--- src/rtl/osc_pll_pkg.sv ---
package osc_pll_pkg;
  localparam int REG_W = 32;
  localparam int XTAL_OFS = 12;
  localparam int PLL_OFS  = 16;
  localparam int FREQ_OFS = 20;

  // bit positions shared by both control registers
  localparam int B_OVR  = 0;
  localparam int B_EN   = 1;
  localparam int B_STAT = 2;
  // crystal register
  localparam int B_SEC_DIS = 19;
  localparam int B_XTMR    = 20;
  // PLL register
  localparam int B_PLL2 = 28;
  localparam int B_PTMR = 29;
  // frequency register
  localparam int MUL_W   = 6;
  localparam int B_MUL1  = 8;
  localparam int B_MUL2  = 24;

  localparam int NUM_SETTLE = 2;  // main oscillator, PLL1

  typedef struct packed {
    logic tmr_en;
    logic sec_dis;
    logic ovr;
    logic en;
  } xtal_ctrl_t;

  typedef struct packed {
    logic tmr_en;
    logic pll2_en;
    logic ovr;
    logic en;
  } pll_ctrl_t;
endpackage

--- src/rtl/osc_pll_regfile.sv ---
module osc_pll_regfile
  import osc_pll_pkg::*;
#(
  parameter int ADDR_W = 8
) (
  input  logic              clk,
  input  logic              rst_n,
  input  logic [ADDR_W-1:0] addr_i,
  input  logic              wr_en_i,
  input  logic [REG_W-1:0]  wdata_i,
  output xtal_ctrl_t        xtal_o,
  output pll_ctrl_t         pll_o
);
  logic       hit_xtal, hit_pll;
  logic       xtal_ce, pll_ce;
  xtal_ctrl_t xtal_d, xtal_q;
  pll_ctrl_t  pll_d, pll_q;

  assign hit_xtal = (addr_i == ADDR_W'(XTAL_OFS));
  assign hit_pll  = (addr_i == ADDR_W'(PLL_OFS));
  assign xtal_ce  = wr_en_i && hit_xtal;
  assign pll_ce   = wr_en_i && hit_pll;

  // next-state: only writable fields are captured, status bits are dropped
  always_comb begin
    xtal_d.ovr     = wdata_i[B_OVR];
    xtal_d.en      = wdata_i[B_EN];
    xtal_d.sec_dis = wdata_i[B_SEC_DIS];
    xtal_d.tmr_en  = wdata_i[B_XTMR];
    pll_d.ovr      = wdata_i[B_OVR];
    pll_d.en       = wdata_i[B_EN];
    pll_d.pll2_en  = wdata_i[B_PLL2];
    pll_d.tmr_en   = wdata_i[B_PTMR];
  end

  always_ff @(posedge clk or negedge rst_n) begin
    if (!rst_n) begin
      xtal_q <= '0;
    end else if (xtal_ce) begin
      xtal_q <= xtal_d;
    end
  end

  always_ff @(posedge clk or negedge rst_n) begin
    if (!rst_n) begin
      pll_q <= '0;
    end else if (pll_ce) begin
      pll_q <= pll_d;
    end
  end

  assign xtal_o = xtal_q;
  assign pll_o  = pll_q;

  AST_PLL_WR_TAKES: assert property (@(posedge clk) disable iff (!rst_n)
    pll_ce |=> (pll_o.pll2_en == $past(wdata_i[B_PLL2])))
    else $error("pll2 enable not captured");

  AST_XTAL_HOLD: assert property (@(posedge clk) disable iff (!rst_n)
    (!wr_en_i || !hit_xtal) |=> $stable(xtal_o))
    else $error("crystal register changed without write");
endmodule

--- src/rtl/osc_settle_tracker.sv ---
module osc_settle_tracker #(
  parameter int SETTLE_CYCLES = 64
) (
  input  logic clk,
  input  logic rst_n,
  input  logic en_i,
  output logic status_o
);
  localparam int CNT_W = (SETTLE_CYCLES < 2) ? 1 : $clog2(SETTLE_CYCLES);
  localparam logic [CNT_W-1:0] LAST = CNT_W'(SETTLE_CYCLES - 1);

  logic [CNT_W-1:0] cnt_q, cnt_d;
  logic             stat_q, stat_d;
  logic             at_last;

  assign at_last = (cnt_q == LAST);

  always_comb begin
    cnt_d  = cnt_q;
    stat_d = stat_q;
    if (!en_i) begin
      cnt_d  = '0;
      stat_d = 1'b0;
    end else if (at_last) begin
      stat_d = 1'b1;
    end else begin
      cnt_d = cnt_q + 1'b1;
    end
  end

  always_ff @(posedge clk or negedge rst_n) begin
    if (!rst_n) begin
      cnt_q  <= '0;
      stat_q <= 1'b0;
    end else begin
      cnt_q  <= cnt_d;
      stat_q <= stat_d;
    end
  end

  assign status_o = stat_q;

  AST_STATUS_FALL: assert property (@(posedge clk) disable iff (!rst_n)
    !en_i |=> !status_o)
    else $error("status outlived enable");

  AST_STATUS_KEEP: assert property (@(posedge clk) disable iff (!rst_n)
    (en_i && status_o) |=> status_o)
    else $error("status dropped while enabled");

  AST_RISE_NEEDS_EN: assert property (@(posedge clk) disable iff (!rst_n)
    $rose(status_o) |-> $past(en_i))
    else $error("status rose without enable");
endmodule

--- src/rtl/osc_pll_regs.sv ---
module osc_pll_regs
  import osc_pll_pkg::*;
#(
  parameter int             ADDR_W        = 8,
  parameter int             SETTLE_CYCLES = 64,
  parameter logic [MUL_W-1:0] PLL1_MUL    = 6'h1A,
  parameter logic [MUL_W-1:0] PLL2_MUL    = 6'h0D
) (
  input  logic              clk,
  input  logic              rst_n,
  input  logic [ADDR_W-1:0] addr_i,
  input  logic              wr_en_i,
  input  logic [31:0]       wdata_i,
  output logic [31:0]       rdata_o,
  output logic              main_osc_en_o,
  output logic              sec_osc_en_o,
  output logic              pll1_en_o,
  output logic              pll2_en_o
);
  localparam logic [REG_W-1:0] FREQ_VAL =
    (REG_W'(PLL2_MUL) << B_MUL2) | (REG_W'(PLL1_MUL) << B_MUL1);
  localparam logic [REG_W-1:0] XTAL_RMASK =
    (REG_W'(1) << B_OVR) | (REG_W'(1) << B_EN) | (REG_W'(1) << B_STAT) |
    (REG_W'(1) << B_SEC_DIS) | (REG_W'(1) << B_XTMR);

  xtal_ctrl_t            xtal;
  pll_ctrl_t             pll;
  logic [NUM_SETTLE-1:0] eff_en;
  logic [NUM_SETTLE-1:0] status;
  logic                  main_eff, pll1_eff;

  osc_pll_regfile #(.ADDR_W(ADDR_W)) u_regfile (
    .clk     (clk),
    .rst_n   (rst_n),
    .addr_i  (addr_i),
    .wr_en_i (wr_en_i),
    .wdata_i (wdata_i),
    .xtal_o  (xtal),
    .pll_o   (pll)
  );

  // software enable counts only under override; otherwise hardware keeps it on
  assign main_eff = xtal.ovr ? xtal.en : 1'b1;
  assign pll1_eff = pll.ovr  ? pll.en  : 1'b1;
  assign eff_en   = {pll1_eff, main_eff};

  for (genvar g = 0; g < NUM_SETTLE; g++) begin : g_settle
    osc_settle_tracker #(.SETTLE_CYCLES(SETTLE_CYCLES)) u_trk (
      .clk      (clk),
      .rst_n    (rst_n),
      .en_i     (eff_en[g]),
      .status_o (status[g])
    );
  end

  assign main_osc_en_o = main_eff;
  assign pll1_en_o     = pll1_eff;
  assign sec_osc_en_o  = ~xtal.sec_dis;
  assign pll2_en_o     = pll.pll2_en;

  always_comb begin
    rdata_o = '0;
    if (addr_i == ADDR_W'(XTAL_OFS)) begin
      rdata_o[B_OVR]     = xtal.ovr;
      rdata_o[B_EN]      = xtal.en;
      rdata_o[B_STAT]    = status[0];
      rdata_o[B_SEC_DIS] = xtal.sec_dis;
      rdata_o[B_XTMR]    = xtal.tmr_en;
    end else if (addr_i == ADDR_W'(PLL_OFS)) begin
      rdata_o[B_OVR]  = pll.ovr;
      rdata_o[B_EN]   = pll.en;
      rdata_o[B_STAT] = status[1];
      rdata_o[B_PLL2] = pll.pll2_en;
      rdata_o[B_PTMR] = pll.tmr_en;
    end else if (addr_i == ADDR_W'(FREQ_OFS)) begin
      rdata_o = FREQ_VAL;
    end
  end

  AST_PLL1_HW_KEEP: assert property (@(posedge clk) disable iff (!rst_n)
    (wr_en_i && addr_i == ADDR_W'(PLL_OFS) && !wdata_i[B_OVR]) |=> pll1_en_o)
    else $error("PLL1 not held on without override");

  AST_MAIN_OFF: assert property (@(posedge clk) disable iff (!rst_n)
    (wr_en_i && addr_i == ADDR_W'(XTAL_OFS) && wdata_i[B_OVR] && !wdata_i[B_EN])
      |=> !main_osc_en_o)
    else $error("main oscillator not turned off");

  AST_MAIN_HW_ON: assert property (@(posedge clk) disable iff (!rst_n)
    (wr_en_i && addr_i == ADDR_W'(XTAL_OFS) && !wdata_i[B_OVR]) |=> main_osc_en_o)
    else $error("main oscillator not held on");

  AST_RSVD_ZERO: assert property (@(posedge clk) disable iff (!rst_n)
    (addr_i == ADDR_W'(XTAL_OFS)) |-> ((rdata_o & ~XTAL_RMASK) == '0))
    else $error("reserved crystal bits nonzero");
endmodule

--- config.mk ---
export PLATFORM = sky130hd
export DESIGN_NAME = osc_pll_regs
export DESIGN_NICKNAME = d
export VERILOG_FILES = /design/src/rtl/osc_pll_pkg.sv /design/src/rtl/osc_pll_regfile.sv /design/src/rtl/osc_settle_tracker.sv /design/src/rtl/osc_pll_regs.sv
export SDC_FILE = /design/constraint.sdc
export NUM_CORES = 1
export LEC_CHECK = 0
export BUFFER_PORTS_ARGS = -buffer_cell sky130_fd_sc_hd__clkbuf_2
export CAP_MARGIN = 20
export CORE_MARGIN = 8
export CORE_UTILIZATION = 30
export CTS_CLUSTER_SIZE = 12
export DETAILED_ROUTE_END_ITERATION = 10
export GPL_TIMING_DRIVEN = 0
export PLACE_DENSITY = 0.66
export REMOVE_ABC_BUFFERS = 1
export SLEW_MARGIN = 20
export SYNTH_ARGS = -nofsm -noshare
export SYNTH_HDL_FRONTEND = slang
export SYNTH_SLANG_ARGS = --single-unit
--- constraint.sdc ---
create_clock -name clk -period 2.7 [get_ports clk]
set_input_delay 0.27 -clock clk [delete_from_list [all_inputs] [get_ports clk]]
set_output_delay 0.27 -clock clk [all_outputs]
set_load 0.02 [all_outputs]
==> results of run 1 <==
==> power by group <==
group          internal [W]  switching [W]  total (W)
clock             0.0000992      0.0000957   0.000195
combinational      0.000156       0.000195   0.000351
sequential         0.000444       0.000128   0.000573
total              0.000699       0.000419    0.00112
==> logic make-up after synthesis <==
| logic type | Yosys count | synth area share [%] |
|---|---|---|
| DFF | 22 | 41.01 |
| muxes | 9 | 7.456 |
| buffers and inverters | 29 | 14.82 |
| adders and majority gates | 2 | 1.864 |
| other | 1 | 0.2793 |
| AOI/OAI and AO/OA | 23 | 9.694 |
| and+or+nand+nor | 48 | 24.88 |
==> routing by layer <==
layer,share of wire (%),GRT usage [%]
met1,43,9.328
met3,9.9,3.809
met5,0,0
met2,46,12.94
met4,0.66,3.195
==> registers in the layout, indices dropped and copies added (netlist names) <==
register and cells:
g_settle.u_trk.cnt_q 12, u_regfile.pll_o 4, u_regfile.xtal_o 4, g_settle.u_trk.status_o 2
==> per-stage QoR <==
stage	util, %	cells	hold slack (ns)	setup WS (ns)
detailed placement	33.68	212	0.2900	1.108
finish	34.64	215	-0.003224	1.037
global placement	33.68	212	0.2865	1.129
CTS	34.64	215	0.01133	1.041
global route	34.64	215	0.04697	0.9383
floorplan	-	127	-0.02559	0.8479
==> critical path: stages, from the launching register on <==
cell and delay, ns:
dfrtp_1 0.40, nor2b_1 0.42, inv_1 0.13, clkbuf_2 0.19
==> cell type report <==
cell class	instances	area (µm²)
Clock buffer	3	41.29
Fill cell	454	2826
Inverter	4	15.01
Multi-Input combinational cell	101	660.6
Sequential cell	22	550.5
Tap cell	52	65.06
Timing Repair Buffer	33	165.2
==> cells in the final DEF (no fill, tap or decap), types with 2 or more instances in the layout <==
cell,n
inv_1,4
conb_1,19
a31oi_1,6
ha_1,2
nand3_1,9
clkbuf_2,33
nand2_1,3
o21ai_0,6
and3_1,7
clkbuf_8,3
mux2_2,8
nor3_1,4
nor2_1,4
nor2b_1,3
dfrtp_1,22
and4_1,2
nand3b_1,3
a21oi_1,8
==> worst max path at each step <==
stage	start	end	cells past startpoint
after floorplan	addr_i[1]	rdata_o[11]	2
after global placement	addr_i[1]	rdata_o[29]	5
after detailed placement	addr_i[1]	rdata_o[29]	5
after CTS	u_regfile.xtal_o[0]	main_osc_en_o	3
after global routing	u_regfile.xtal_o[0]	main_osc_en_o	3
final	u_regfile.xtal_o[0]	main_osc_en_o	3
==> results.toml, run 1 <==
[logic_synthesis]
synthArstFlopShare_pct = 100.0
synth_area_leaders = "dfrtp_1 (41%), buf_4 (13%), mux2_2 (6.7%), nand3_1 (3.4%), and3_1 (3.3%)"
synthCells = 134
yosys.area.top_type = "dfrtp_1"
ys.flop_type = "dfrtp_1"
synthDistinctLibCells = 35
ys_warn_count = 0
synth_edf_count = 0
ys_ff_latch = 22
syn_area_per_cell_um2 = 10.02
seq_area_frac_synth_pct = 41.01
synthMostInstantiatedCell = "buf_4"
synth.top_cell.area_share_pct = 41.01
synth_common_cells = "buf_4 (24), dfrtp_1 (22), nand3_1 (9)"
netlist_area_um2 = 1343

[floorplanning]
start_util_pct = 31.05
die_x_um = 82.90
die_h_um = 82.90
core_um2 = 4324
io_pins = 79
dieArea_um2 = 6872
rows = 24

[sta]
whs_ns = -0.003224
fin_crit_ns = 1.663
hold_viol = 4
worstMarginPinSlew_ns = 0.5673
fin_tns_setup_ns = 0
timing.slew.headroom_pct = 62.18
grt_setup_unrepaired = "false"
setup_viol = 0
finClkSkew_ns = 0.005248
fin_crit_sh_pct = 61.58
max_freq_ghz = 0.6015
slew_violations = 0

[place]
hpwl_um = 2253
place.gp.congestion = 0.8175
port_buffers = 33
place_area_um2 = 1456

[grt]
track_usage_pct = 8.188
grt_pass1_vias = 1056
grt_pass1_wl_um = 4892
grt_max_degree = 23
overflow = 0
grt_antenna_before_repair = 0

[worst_setup_path]
reg2reg_slack_ns = 1.35
r2r_start = "g_settle[1].u_trk.cnt_q[0]"
crit_type = "reg2out"
cp_max_fo = 6
r2r-end = "g_settle[1].u_trk.cnt_q[2]"
required_ns = 2.43
start_kind = "flop"
end_kind = "primary output"
arrival_ns = 1.39
r2r_cells = 4

[status]
status = "finished, violations left"
violations = "hold timing"

[cts]
cts_root_buf = "clkbuf_8"
cts_made_buffers = 3
clk_latency_ns = 0.25
htreeDepth = 1
cts-resized-gates = 0
cts.hold.buffers_added = 0
postCtsSetupBuffers = 0
clockBufferDepth = 2
clk_pin_slew_ns = 0.08
cts_tree = "built"
cts.sinks = 22

[worst_hold_path]
hold_class = "in2async"

[route]
drc = 0
wl_um = 2870
post_drt_wl_per_cell_um = 13.35
ant_nets = 0
vias = 1050
vias_per_cell = 4.884
first_pass_iters = 5
drt_iter0_drc = 57

[final_layout]
area_growth_pct = 11.56
drive_gt1_share_pct = 30.67
n_antenna_cell = 0
nets = 210
stdcell_area_um2 = 1498

[power_and_ir_drop]
p_per_area_nw_per_um2 = 747.0
ir_drop_uv = 201.8
power_w = 0.001119
power.leakage_nw = 0.7501

[flow_run]
cap_viol_max_count = 0
Note: power is estimated with default switching activity, not from simulation.
==> run 2: changes to the inputs <==
ABC_AREA = 1   (was unset)
PLACE_DENSITY = 0.65   (was 0.66)
clock period = 1.7 ns   (was 2.7 ns; I/O delays follow)
==> run 2 against run 1 <==
  * The flow now finishes without violations
  * Largest cell class unchanged
  * Clock skew fell by 0.0033 ns
  * Register-to-register slack got worse by 0.92 ns
  * Count of clock-buffer cells in the layout did not move
==> results.toml, run 2 <==
[status]
status = "finished clean"

[logic_synthesis]
synthArstFlopShare_pct = 100.0
yosys.area.top_type = "dfrtp_1"
synthMostInstantiatedCell = "nand2_1"
synth_area_leaders = "dfrtp_1 (38%), nand2_1 (14%), buf_4 (12%), nand3_1 (5.5%), nor2_1 (5.5%)"
synthCells = 191
synthDistinctLibCells = 21
synth_common_cells = "nand2_1 (52), buf_4 (24), dfrtp_1 (22)"
synth.top_cell.area_share_pct = 38.10
synth_edf_count = 0
ys_ff_latch = 22
ys.flop_type = "dfrtp_1"
syn_area_per_cell_um2 = 7.566
netlist_area_um2 = 1445
ys_warn_count = 0
seq_area_frac_synth_pct = 38.10

[sta]
fin_crit_ns = 1.356
fin_crit_sh_pct = 79.74
timing.slew.headroom_pct = 62.96
max_freq_ghz = 0.7377
hold_viol = 0
setup_viol = 0
worstMarginPinSlew_ns = 0.5556
fin_tns_setup_ns = 0
slew_violations = 0
grt_setup_unrepaired = "false"
finClkSkew_ns = 0.001932
whs_ns = 0.1052

[cts]
cts.hold.buffers_added = 1
cts-resized-gates = 0
cts_root_buf = "clkbuf_8"
postCtsSetupBuffers = 0
htreeDepth = 1
clockBufferDepth = 2
cts_tree = "built"
clk_pin_slew_ns = 0.08
cts.sinks = 22
cts_made_buffers = 3
clk_latency_ns = 0.26

[final_layout]
area_growth_pct = 13.59
nets = 268
largest_register_ffs = 12
regMostFlops = "g_settle.u_trk.cnt_q"
drive_gt1_share_pct = 24.77
layout_commonest_cell = "nand2_1"
layout_common_cells = "nand2_1 (52), clkbuf_2 (33), dfrtp_1 (22)"
n_antenna_cell = 0

[route]
wl_um = 2877
first_pass_iters = 4
vias_per_cell = 4.250
vias = 1173
drc = 0
ant_nets = 0
post_drt_wl_per_cell_um = 10.42
drt_iter0_drc = 47

[power_and_ir_drop]
p_comb_share_pct = 30.6
power_frac_seq_pct = 44.6
power.leakage_nw = 0.8889
ir_drop_uv = 456.1
p_switching_w = 0.0006955
p_per_area_nw_per_um2 = 1185
power_w = 0.001945
clock_power_share_pct = 24.8
netSwitchingFraction_pct = 35.76
internal_power_w = 0.001249

[floorplanning]
die_h_um = 85.41
start_util_pct = 30.80
core_um2 = 4692
dieArea_um2 = 7294
io_pins = 79
die_x_um = 85.41
rows = 25

[worst_setup_path]
reg2reg_slack_ns = 0.43
r2r_cells = 6
cp_max_fo = 11
r2r-end = "g_settle[1].u_trk.cnt_q[1]"
arrival_ns = 1.19
crit_type = "reg2out"
r2r_start = "g_settle[1].u_trk.cnt_q[0]"
start_kind = "flop"
end_kind = "primary output"
required_ns = 1.53

[grt]
grt_antenna_before_repair = 0
grt_pass1_vias = 1170
overflow = 0
track_usage_pct = 8.054
grt_pass1_wl_um = 4947
grt_max_degree = 23

[place]
hpwl_um = 2352
port_buffers = 33
place.gp.congestion = 0.7505

[worst_hold_path]
holdPathEnd = "u_regfile.pll_o[2]"
hold_start = "wdata_i[28]"
hold_class = "in2reg"
hold_depth = 3

[flow_run]
cap_viol_max_count = 0
==> run 2: cell types whose count changed after synthesis, sizes merged, moves of 4 or more <==
cell	delta
mux2	-8
nand3	+10
nor2	+25
nand2	+53
a31oi	-6
a21oi	-8
o21bai	+4
inv	+18
and3	-7
==> run 2: metal layers <==
| metal | global-route usage, % | vias to the layer above | routed length [µm] |
|---|---|---|---|
| met3 | 2.220 | 2 | 175 |
| met5 | 0 | - | 0 |
| met2 | 14.88 | 25 | 1468 |
| met4 | 2.389 | 0 | 19 |
| li1 | - | 615 | - |
| met1 | 8.617 | 531 | 1214 |
==> run 2: how the worst max path moves through the flow <==
stage | startpoint | to | slack, ns | cells after the start
3_3_place_gp | g_settle[1].u_trk.cnt_q[0] | g_settle[1].u_trk.cnt_q[1] | 0.46 | 6
5_1_grt | u_regfile.pll_o[0] | pll1_en_o | 0.23 | 3
3_5_place_dp | g_settle[1].u_trk.cnt_q[0] | g_settle[1].u_trk.cnt_q[1] | 0.44 | 6
2_1_floorplan | addr_i[4] | rdata_o[11] | -0.41 | 4
4_1_cts | u_regfile.xtal_o[0] | main_osc_en_o | 0.33 | 3
6_report | u_regfile.pll_o[1] | pll1_en_o | 0.34 | 2
==> run 2: cell families (layout without fill, tap and decap cells) <==
family	count (synthesis)	in the layout	synth area share, %
AO/OA/AOI/OAI	11	11	5.022
adder cells (fa/ha/maj)	2	2	1.731
buffers and inverters	47	60	18.53
flip-flops	22	22	38.10
other	1	19	0.2595
AND/OR/NAND/NOR	108	108	36.36
==> run 2: worst max-delay path, cell delays in order (launching register included) <==
cell	delay, ns
dfrtp_1	0.40
nand2_1	0.28
clkbuf_2	0.24
==> run 2: metrics by stage <==
step           utilization [%]  setup WS (ns)  cells  instance area (µm²)
6_report                 34.99         0.3445    276                 1642
5_1_grt                  34.99         0.2315    276                 1642
4_1_cts                  34.99         0.3326    276                 1642
3_5_place_dp             33.25         0.4431    271                 1560
3_3_place_gp             33.25         0.4650    271                 1560
2_1_floorplan                -        -0.4052    184                 1328
==> run 2: area by class of cell <==
cell class                      count  area (µm²)
Clock buffer                        3       41.29
Clock inverter                      1       30.03
Fill cell                         489        3050
Inverter                           22       82.58
Multi-Input combinational cell    140       694.4
Sequential cell                    22       550.5
Tap cell                           54       67.56
Timing Repair Buffer               34       175.2
==> run 2: power by group through the flow <==
stage / logic (W) / registers, W / clock network, W
global placement: 0.000580 / 0.000869 / 0
CTS: 0.000604 / 0.000865 / 0.000500
finish: 0.000595 / 0.000867 / 0.000483
floorplan: 0.000482 / 0.000842 / 0
detailed placement: 0.000600 / 0.000875 / 0
global route: 0.000715 / 0.000899 / 0.000518
==> run 3: changes to the inputs <==
ABC_AREA = 0   (was 1)
PLACE_DENSITY = 0.66   (was 0.65)
clock period = 1.4 ns   (was 1.7 ns; I/O delays follow)
==> run 3 against run 2 <==
  * Flip-flop and latch count is the same
  * Sequential power rose by 28%
  * Die area shrank 5.8%
  * Cell count down 22%
  * Via count is 12% lower
  * Global-route usage grew 0.19 points
  * Total power is 12% higher
  * Count of clock-buffer cells in the layout unchanged
  * Combinational power grew 17%
  * Critical path type is now in2out
  * Largest cell class unchanged
  * Largest power group unchanged
==> results.toml, run 3 (same netlist as run 1, synthesis figures left out) <==
[status]
status = "finished clean"

[grt]
overflow = 0
grt_max_degree = 23
grt_pass1_wl_um = 4926
track_usage_pct = 8.249
grt_antenna_before_repair = 0
grt_pass1_vias = 1049

[power_and_ir_drop]
netSwitchingFraction_pct = 37.43
power_frac_seq_pct = 50.9
p_per_area_nw_per_um2 = 1422
p_switching_w = 0.0008168
power.leakage_nw = 0.7554
ir_drop_uv = 391.6
clock_power_share_pct = 17.2
power_w = 0.002182
p_comb_share_pct = 32.0
internal_power_w = 0.001366

[cts]
clockBufferDepth = 2
cts_tree = "built"
cts.sinks = 22
htreeDepth = 1
clk_pin_slew_ns = 0.07
cts_made_buffers = 3
cts_root_buf = "clkbuf_8"
postCtsSetupBuffers = 0
clk_latency_ns = 0.25

[final_layout]
layout_common_cells = "clkbuf_2 (33), dfrtp_1 (22), conb_1 (19)"
n_antenna_cell = 0
area_growth_pct = 14.35
largest_register_ffs = 12
fillers = 455
regMostFlops = "g_settle.u_trk.cnt_q"
nets = 211
layout_commonest_cell = "clkbuf_2"
final_util_pct = 35.50
drive_gt1_share_pct = 33.54

[route]
drt_iter0_drc = 53
vias_per_cell = 4.796
post_drt_wl_per_cell_um = 13.45
wl_um = 2905
vias = 1036
drc = 0
first_pass_iters = 4
ant_nets = 0

[floorplanning]
dieArea_um2 = 6872
core_um2 = 4324
start_util_pct = 31.05
rows = 24
die_h_um = 82.90
die_x_um = 82.90
io_pins = 79

[worst_setup_path]
cp_common_cell = "clkbuf_2"
r2r_start = "g_settle[1].u_trk.cnt_q[0]"
start_kind = "input pin"
critical_path_depth = 5
crit_buf_inv = 2
reg2reg_slack_ns = 0.11
end_kind = "primary output"
crit_chain = "clkbuf_2 > nor4b_4 > and2b_2 > and3_1 > clkbuf_2"
arrival_ns = 1.19
r2r_cells = 4
crit_type = "in2out"
cp_max_fo = 5
r2r-end = "g_settle[1].u_trk.cnt_q[2]"
cpLargestDelayFamily = "simple AND/OR/NAND/NOR gates"
crit_slowest_cell = "nor4b_4"
required_ns = 1.26
max_stage_delay_ns = 0.38

[sta]
finClkSkew_ns = 0.004235
setup_ws_ns = 0.06663
hold_viol = 0
max_freq_ghz = 0.7500
timing.slew.headroom_pct = 62.67
slew_violations = 0
grt_setup_unrepaired = "false"
worstMarginPinSlew_ns = 0.5599
fin_tns_setup_ns = 0
setup_viol = 0
fin_crit_ns = 1.333
fin_crit_sh_pct = 95.24
whs_ns = 0.1215

[worst_hold_path]
hold_depth = 2
holdPathEnd = "u_regfile.xtal_o[3]"
hold_start = "wdata_i[20]"
hold_class = "in2reg"

[place]
hpwl_um = 2253
place.gp.congestion = 0.8175
place_ws_ns = -0.03827
port_buffers = 33

[flow_run]
cap_viol_max_count = 0
[run 3: changes by cell type in the layout (fill, tap and decap cells not counted), sizes merged, moves of 8 or more]
| cell | change |
|---|---|
| nand2 | -53 |
| mux2 | +8 |
| nand3 | -10 |
| inv | -18 |
| nor2 | -25 |
| a21oi | +8 |
[run 3: per-layer routing]
metal	GRT usage (%)	part of all wire [%]	vias to the layer above
met5	0	0	-
met4	2.875	0.65	0
met3	3.809	9.6	2
met2	13.15	46	34
met1	9.444	44	496
li1	-	-	504
[run 3: worst register-to-register path, delay by kind of cell (launching register included)]
family,cells,cell delay [ns]
adder cells (fa/ha/maj),1,0.25
AND/OR/NAND/NOR,2,0.37
flip-flops,1,0.40
AO/OA/AOI/OAI,1,0.19
[run 3: worst max path at each step]
stage	from	to	slack (ns)
after floorplan	addr_i[1]	rdata_o[11]	-0.19
after global placement	addr_i[1]	u_regfile.pll_o[2]	-0.02
after detailed placement	addr_i[1]	u_regfile.pll_o[2]	-0.04
after CTS	u_regfile.xtal_o[0]	main_osc_en_o	0.03
after global routing	addr_i[1]	rdata_o[29]	0.009
final	addr_i[1]	rdata_o[29]	0.07
[run 3: area by class of cell]
cell class	instances	area (µm²)	share of cell area (%)
Sequential cell	22	550.5	35.86
Multi-Input combinational cell	101	688.2	44.82
Tap cell	52	65.06	4.238
Inverter	4	15.01	0.9780
Timing Repair Buffer	34	175.2	11.41
Clock buffer	3	41.29	2.689
[run 3: metrics by stage]
step,instances,area [µm²]
after CTS,216,1513
after floorplan,127,1226
after global routing,216,1535
final,216,1535
after global placement,212,1456
after detailed placement,212,1456
[run 3: what timing repair did]
item	4_1_cts	5_1_grt
endpoints found under the setup margin	2	8
hold endpoints to repair	22	0
hold buffers	1	0
gates resized for setup	2	6
[run 3: power by group through the flow]
stage | Sequential [W] | Combinational [W] | Clock [W]
after floorplan | 0.00105 | 0.000528 | 0
after global placement | 0.00110 | 0.000640 | 0
after detailed placement | 0.00111 | 0.000671 | 0
after CTS | 0.00110 | 0.000684 | 0.000395
after global routing | 0.00115 | 0.000790 | 0.000419
final | 0.00111 | 0.000698 | 0.000374
